[src/rtl/sram_ctl_pkg.sv]
package sram_ctl_pkg;
  localparam int DATA_W = 16;
  localparam int LANES  = DATA_W / 8;

  typedef enum logic [2:0] {
    S_IDLE, S_RACC, S_RREL, S_WSET, S_WPUL, S_WHLD
  } state_t;

  typedef struct packed {
    logic load;
    logic sample;
    logic chip;
    logic outEn;
    logic wrEn;
    logic drive;
  } strobe_t;

  function automatic int cyclesFor(input int ps, input int clkPs);
    int c;
    c = (ps + clkPs - 1) / clkPs;
    if (c < 1) c = 1;
    return c;
  endfunction
endpackage

[src/rtl/sram_ctl_fsm.sv]
module sram_ctl_fsm
  import sram_ctl_pkg::*;
#(
  parameter int ACC_CYC = 1,
  parameter int WP_CYC  = 1,
  parameter int REL_CYC = 1
) (
  input  logic    clk,
  input  logic    rst,
  input  logic    req,
  input  logic    reqWrite,
  output logic    ready,
  output strobe_t stb
);
  localparam int MAX_A = (ACC_CYC > WP_CYC) ? ACC_CYC : WP_CYC;
  localparam int MAX_C = (MAX_A > REL_CYC) ? MAX_A : REL_CYC;
  localparam int CNT_W = $clog2(MAX_C + 1);

  state_t state, stateNext;
  logic [CNT_W-1:0] cnt;
  logic lastCyc;

  always_comb begin
    case (state)
      S_RACC:  lastCyc = (cnt == CNT_W'(ACC_CYC - 1));
      S_RREL:  lastCyc = (cnt == CNT_W'(REL_CYC - 1));
      S_WPUL:  lastCyc = (cnt == CNT_W'(WP_CYC - 1));
      default: lastCyc = 1'b1;
    endcase
  end

  always_comb begin
    stateNext = state;
    case (state)
      S_IDLE: if (req) stateNext = reqWrite ? S_WSET : S_RACC;
      S_RACC: if (lastCyc) stateNext = S_RREL;
      S_RREL: if (lastCyc) stateNext = S_IDLE;
      S_WSET: stateNext = S_WPUL;
      S_WPUL: if (lastCyc) stateNext = S_WHLD;
      S_WHLD: stateNext = S_IDLE;
      default: stateNext = S_IDLE;
    endcase
  end

  always_ff @(posedge clk) begin
    if (rst) begin
      state <= S_IDLE;
      cnt   <= '0;
    end else begin
      state <= stateNext;
      if (stateNext != state) cnt <= '0;
      else                    cnt <= cnt + 1'b1;
    end
  end

  always_comb begin
    stb.load   = (state == S_IDLE) && req;
    stb.sample = (state == S_RACC) && lastCyc;
    stb.chip   = (state == S_RACC) || (state == S_WSET) ||
                 (state == S_WPUL) || (state == S_WHLD);
    stb.outEn  = (state == S_RACC);
    stb.wrEn   = (state == S_WPUL);
    stb.drive  = (state == S_WSET) || (state == S_WPUL) || (state == S_WHLD);
  end

  assign ready = (state == S_IDLE);
endmodule

[src/rtl/sram_ctl_dp.sv]
module sram_ctl_dp
  import sram_ctl_pkg::*;
#(
  parameter int ADDR_W = 16
) (
  input  logic              clk,
  input  logic              rst,
  input  strobe_t           stb,
  input  logic [ADDR_W-1:0] reqAddr,
  input  logic [DATA_W-1:0] reqWdata,
  input  logic [LANES-1:0]  reqMask,
  input  logic [DATA_W-1:0] memDqIn,
  output logic [ADDR_W-1:0] memAddr,
  output logic [DATA_W-1:0] memDqOut,
  output logic              memDqOe,
  output logic              memCeN,
  output logic              memOeN,
  output logic              memWeN,
  output logic [LANES-1:0]  laneN,
  output logic [DATA_W-1:0] rdData,
  output logic              rdValid
);
  logic [ADDR_W-1:0] addrQ;
  logic [DATA_W-1:0] dataQ;
  logic [LANES-1:0]  maskQ;
  logic [DATA_W-1:0] gated;

  always_ff @(posedge clk) begin
    if (rst) begin
      addrQ <= '0;
      dataQ <= '0;
      maskQ <= '0;
    end else if (stb.load) begin
      addrQ <= reqAddr;
      dataQ <= reqWdata;
      maskQ <= reqMask;
    end
  end

  for (genvar i = 0; i < LANES; i++) begin : g_lane
    assign gated[i*8 +: 8] = maskQ[i] ? memDqIn[i*8 +: 8] : 8'h00;
    assign laneN[i]        = ~(stb.chip & maskQ[i]);
  end

  always_ff @(posedge clk) begin
    if (rst) begin
      rdData  <= '0;
      rdValid <= 1'b0;
    end else begin
      rdValid <= stb.sample;
      if (stb.sample) rdData <= gated;
    end
  end

  assign memAddr  = addrQ;
  assign memDqOut = dataQ;
  assign memDqOe  = stb.drive;
  assign memCeN   = ~stb.chip;
  assign memOeN   = ~stb.outEn;
  assign memWeN   = ~stb.wrEn;
endmodule

[src/rtl/sram_ctl.sv]
module sram_ctl
  import sram_ctl_pkg::*;
#(
  parameter int CLK_PS = 20000,
  parameter int ACC_PS = 10000,
  parameter int WP_PS  = 7000,
  parameter int REL_PS = 4000,
  parameter int ADDR_W = 16
) (
  input  logic              clk,
  input  logic              rst,
  input  logic              req,
  input  logic              reqWrite,
  input  logic [ADDR_W-1:0] reqAddr,
  input  logic [15:0]       reqWdata,
  input  logic [1:0]        reqMask,
  output logic              ready,
  output logic [15:0]       rdData,
  output logic              rdValid,
  output logic [ADDR_W-1:0] memAddr,
  output logic              memCeN,
  output logic              memOeN,
  output logic              memWeN,
  output logic              memLbN,
  output logic              memUbN,
  output logic [15:0]       memDqOut,
  output logic              memDqOe,
  input  logic [15:0]       memDqIn
);
  localparam int ACC_CYC = cyclesFor(ACC_PS, CLK_PS);
  localparam int WP_CYC  = cyclesFor(WP_PS, CLK_PS);
  localparam int REL_CYC = cyclesFor(REL_PS, CLK_PS);

  strobe_t stb;
  logic [LANES-1:0] laneN;

  sram_ctl_fsm #(.ACC_CYC(ACC_CYC), .WP_CYC(WP_CYC), .REL_CYC(REL_CYC)) uFsm (
    .clk(clk), .rst(rst), .req(req), .reqWrite(reqWrite),
    .ready(ready), .stb(stb)
  );

  sram_ctl_dp #(.ADDR_W(ADDR_W)) uDp (
    .clk(clk), .rst(rst), .stb(stb),
    .reqAddr(reqAddr), .reqWdata(reqWdata), .reqMask(reqMask),
    .memDqIn(memDqIn), .memAddr(memAddr), .memDqOut(memDqOut),
    .memDqOe(memDqOe), .memCeN(memCeN), .memOeN(memOeN), .memWeN(memWeN),
    .laneN(laneN), .rdData(rdData), .rdValid(rdValid)
  );

  assign memLbN = laneN[0];
  assign memUbN = laneN[1];
endmodule

[config.mk]
export PLATFORM = sky130hd
export DESIGN_NAME = sram_ctl
export DESIGN_NICKNAME = d
export VERILOG_FILES = /design/src/rtl/sram_ctl_pkg.sv /design/src/rtl/sram_ctl_fsm.sv /design/src/rtl/sram_ctl_dp.sv /design/src/rtl/sram_ctl.sv
export SDC_FILE = /design/constraint.sdc
export NUM_CORES = 1
export LEC_CHECK = 0
export BUFFER_PORTS_ARGS = -buffer_cell sky130_fd_sc_hd__buf_2
export CAP_MARGIN = 20
export CORE_ASPECT_RATIO = 0.5
export CORE_UTILIZATION = 40
export DETAILED_ROUTE_END_ITERATION = 6
export GPL_ROUTABILITY_DRIVEN = 0
export PLACE_DENSITY_LB_ADDON = 0.15
export SLEW_MARGIN = 20
export SYNTH_ARGS = -nofsm -noshare
export SYNTH_HDL_FRONTEND = slang
export SYNTH_SLANG_ARGS = --single-unit
[constraint.sdc]
create_clock -name clk -period 2.5 [get_ports clk]
set_input_delay 0.125 -clock clk [delete_from_list [all_inputs] [get_ports clk]]
set_output_delay 0.125 -clock clk [all_outputs]
set_load 0.01 [all_outputs]
Word level (Yosys, flattened, before mapping)
Cells that the tools add are included.

Bits in registers: 55. Input bits: 54. Output and inout port bits: 56. Word-level logic and storage cells: 41.

Add/sub/neg operators: 1. Equal/unequal tests: 6. Mux-type cells: 9. Bitwise operators: 8. Reductions and logical operators: 10.

Operators by type and width (number): 2-to-1 mux 8 bit (2); case mux 3 bit (5 select lines) (1); 2-to-1 mux 3 bit (4); equality test 3 x 2 -> 1 bit, second input constant (2); equality test 3 bit, second input constant (2); NOT 1 bit (6); logical OR 1 bit (5); equality test 3 x 1 -> 1 bit, second input constant (1); logical NOT 3 bit (1); inequality test 3 bit (1); OR reduction 3 bit (1); AND 1 bit (2); logical AND 1 bit (2); 2-to-1 mux 2 bit (1); OR reduction 2 bit (1); adder 1 bit, second input constant (1); 2-to-1 mux 1 bit (1).

Logic depth before layout (Yosys ltp)
Depth after elaboration: 7. Mapped depth: 5. Depth with buffers taken out: 3.

By module
A second synthesis with hierarchy kept.

Cell total of the unflattened synthesis: 213. Area, all modules: 2130.8 um2.

By module, submodules not included: sram_ctl_dp (instances 1, cells an instance 189, area each 1915.6 um2, sequential area each 1021.0 um2); sram_ctl_fsm (instances 1, cells an instance 24, area each 215.2 um2, sequential area each 80.1 um2).

Least setup slack after synthesis
No wires, ideal clock.

Kind: register to register. Start: register uFsm.state[0]. End: register uDp.maskQ[1]. Data arrival time: 1.251 ns. Slack: 1.117 ns. Stages on the path, launching flop included: 6. Path buffers: 2. Cell sequence: dfxtp_1 -> or4b_1 -> buf_2 -> buf_6 -> nand2_1 -> a21oi_1.

Word-level cells in the longest chain between the ends: 2.

RTL lines: start, declared (RTL line sram_ctl_fsm.sv:19) `state_t state, stateNext;`; start signal, assigned (RTL line sram_ctl_fsm.sv:50) `state <= stateNext;`; logical NOT 3 bit (RTL line sram_ctl_fsm.sv:57) `stb.load = (state == S_IDLE) && req;`; logical AND 1 bit (RTL line sram_ctl_fsm.sv:57); end signal, assigned (RTL line sram_ctl_dp.sv:36) `maskQ <= reqMask;`; end, declared (RTL line sram_ctl_dp.sv:25) `logic [LANES-1:0] maskQ;`.

Every way passes these cells. A chain may end at the register's enable or synchronous reset.

Worst setup path in the final report
Start: register uFsm.state[1]. End: register uDp.rdData[4].

Word-level cells in the longest chain between the ends: 4.

RTL lines: equality test 3 x 2 -> 1 bit, or another cell as far along (RTL line sram_ctl_fsm.sv:24) `case (state)`; OR reduction 3 bit (no line); 2-to-1 mux 1 bit; logical AND 1 bit (*) (RTL line sram_ctl_fsm.sv:58) `stb.sample = (state == S_RACC) && lastCyc;`; end signal, assigned (RTL line sram_ctl_dp.sv:51) `if (stb.sample) rdData <= gated;`; end, declared (RTL line sram_ctl_dp.sv:20) `output logic [DATA_W-1:0] rdData,`.

Every way passes the cells marked *; elsewhere a longest branch is shown, timed or not.

==> reports/qor.txt <==
run status - completed
PostCTS Resize Cnt - 0
H-Tree Level Count - 2
Root Driver - clkbuf_8
Fillers - 457
post-CTS setup buffers - 0
CP max FO - 16
Clock Tree Buf Depth - 2
clk slew on worst S/H paths - 0.09 ns
Distinct cells, synth - 24
core area - 4550 µm²
setup TNS - 0 ns
CP required - 2.75 ns
most frequent cells in the layout - buf_2 (109), nand2_1 (70), dfxtp_1 (55)
Worst path slowest cell - nor2_1
crit path time final - 1.81 ns
ANT cells - 0
# Max-Cap Violations - 0
clk_lat worst skew - 0.30 ns
Clock Sinks - 55
CTS hold repair buffers - 0
mapped cell area - 1960 µm²
WL per Instance - 11.5 µm
grt ovf - 0
number of flops mapped to enable cells by yosys - 0
largest net degree at the start of global routing - 41
CTS Buf Count - 5
Mean Syn Cell Area - 8.99 µm²
Starting Density - 43.1%
Horiz. Die Dim - 101 µm
final worst-path cycle share - 72.4%
dpl hpwl - 3190 µm
yosys warns - 0
Final WS setup - 0.690 ns
die area - 5200 µm²
Slew @ Worst Pin - 0.950 ns
TritonCTS clock tree - yes
Slew headroom - 36.4%
Via Count - 1805
first-pass GRT wire length - 7040 µm
Setup CP Type - reg2reg
Yosys reg bits - 55
most common cell after layout, fill and taps aside - buf_2
WHS - 0.0282 ns
DRC - 0
die height - 51.5 µm
gr usage total - 17.5%
finished layout cell area - 2630 µm²
fmax - 552 MHz
power per cell area - 729 nW/µm²
Synth Net Count - 272
ANT nets after route - 0
cells along the critical path - nor4b_2, nor2_1, a22o_1
CP bufs+invs - 0
slowest stage delay, CP - 0.74 ns
critical path arrival - 2.06 ns
Final Setup Violations - 0
num rows - 17
CP startpoint kind - flop
delay-heaviest family, CP - simple AND/OR/NAND/NOR gates
top_reg_cell synth - dfxtp_1
drt first pass iters - 5
RSZ-0062 raised after global routing - no
Async SR Flop Fraction - 0%
Power Total - 1.92 mW
initial drt markers - 67
vias in the first global route - 1608
I/O pin total - 110
CP endpoint kind - flop
clk_skew - 0.00910 ns
Place WS - 0.714 ns
layout cells sized above 1 - 38.6%
final net count - 374
Pleak - 1.26 nW
final hold violation count - 0
PortBufs - 109
HP Class - in2reg
Post-DP Area - 2510 µm²
initial antenna violation count - 0
Seq/Total Area, Yosys - 56.2%
Mapped Cells - 218
Area Overhead vs Synth - 34.1%
fin. max-slew vios - 0
VDD IR-drop max - 0.000325 V
vias per std cell - 4.66
WL final - 4440 µm
==> state kept, by name (all words and copies together), names as in the netlist <==
register / cells
uDp.memDqOut: 16
uDp.maskQ: 2
uDp.rdValid: 1
uDp.rdData: 16
uFsm.state: 3
uDp.memAddr: 16
uFsm.cnt: 1
==> cell type report <==
| cell class | instances | area [µm²] | area share, % |
|---|---|---|---|
| Clock buffer | 6 | 82.6 | 3.14 |
| Clock inverter | 2 | 35.0 | 1.33 |
| Sequential cell | 55 | 1100 | 41.9 |
| Tap cell | 66 | 82.6 | 3.14 |
| Timing Repair Buffer | 112 | 568 | 21.6 |
| Inverter | 2 | 7.51 | 0.285 |
| Multi-Input combinational cell | 144 | 753 | 28.6 |
==> worst paths after layout <==
check             slack, ns  cells after the start               to             from
setup reg to reg       0.69                      3    uDp.rdData[4]    uFsm.state[1]
hold reg to reg        0.45                      2  uDp.memAddr[11]  uDp.memAddr[11]
setup / recovery       0.69                      3    uDp.rdData[4]    uFsm.state[1]
hold / removal         0.03                      2    uDp.rdData[0]       memDqIn[0]
==> synthesized netlist by cell type (2+ instances only) <==
master	count	share of area, %
or3_1	2	0.64
nor3_1	2	0.51
inv_1	2	0.38
clkbuf_1	5	0.96
a22o_1	16	7.1
buf_2	7	1.8
mux2_2	2	1.1
dfxtp_1	55	56
nor4_1	4	1.3
buf_6	3	1.7
and3_1	2	0.64
nand2_1	70	13
a21oi_1	36	9.2
nor2_1	2	0.38
==> per-stage QoR <==
stage / cells / utilization [%]
floorplan: 218 / -
global placement: 379 / 55.2
detailed placement: 379 / 55.2
CTS: 387 / 57.8
global route: 387 / 57.8
finish: 387 / 57.8
==> cell families (layout without fill, tap and decap cells) <==
| logic type | count (synthesis) | after routing | share of synthesized area, % |
|---|---|---|---|
| muxes | 2 | 2 | 1.15 |
| AOI/OAI and AO/OA | 54 | 54 | 17.0 |
| buffers and inverters | 19 | 122 | 5.42 |
| and+or+nand+nor | 88 | 88 | 20.3 |
| DFF | 55 | 55 | 56.2 |
==> report_power, final <==
group / switching, mW / total, mW / leakage (nW) / internal (mW)
sequential: 0.0501 / 0.989 / 0.449 / 0.939
combinational: 0.184 / 0.328 / 0.751 / 0.144
clock: 0.277 / 0.601 / 0.0612 / 0.324
total: 0.511 / 1.92 / 1.26 / 1.41
==> routing by layer <==
metal | up-vias | track usage [%] | wire (µm)
met1 | 806 | 21.5 | 2080
met2 | 64 | 30.3 | 2030
met3 | 0 | 5.51 | 328
met5 | - | 0 | 0
met4 | 0 | 4.35 | 0
li1 | 935 | - | -
No activity file was read; power rests on OpenSTA's default activity.
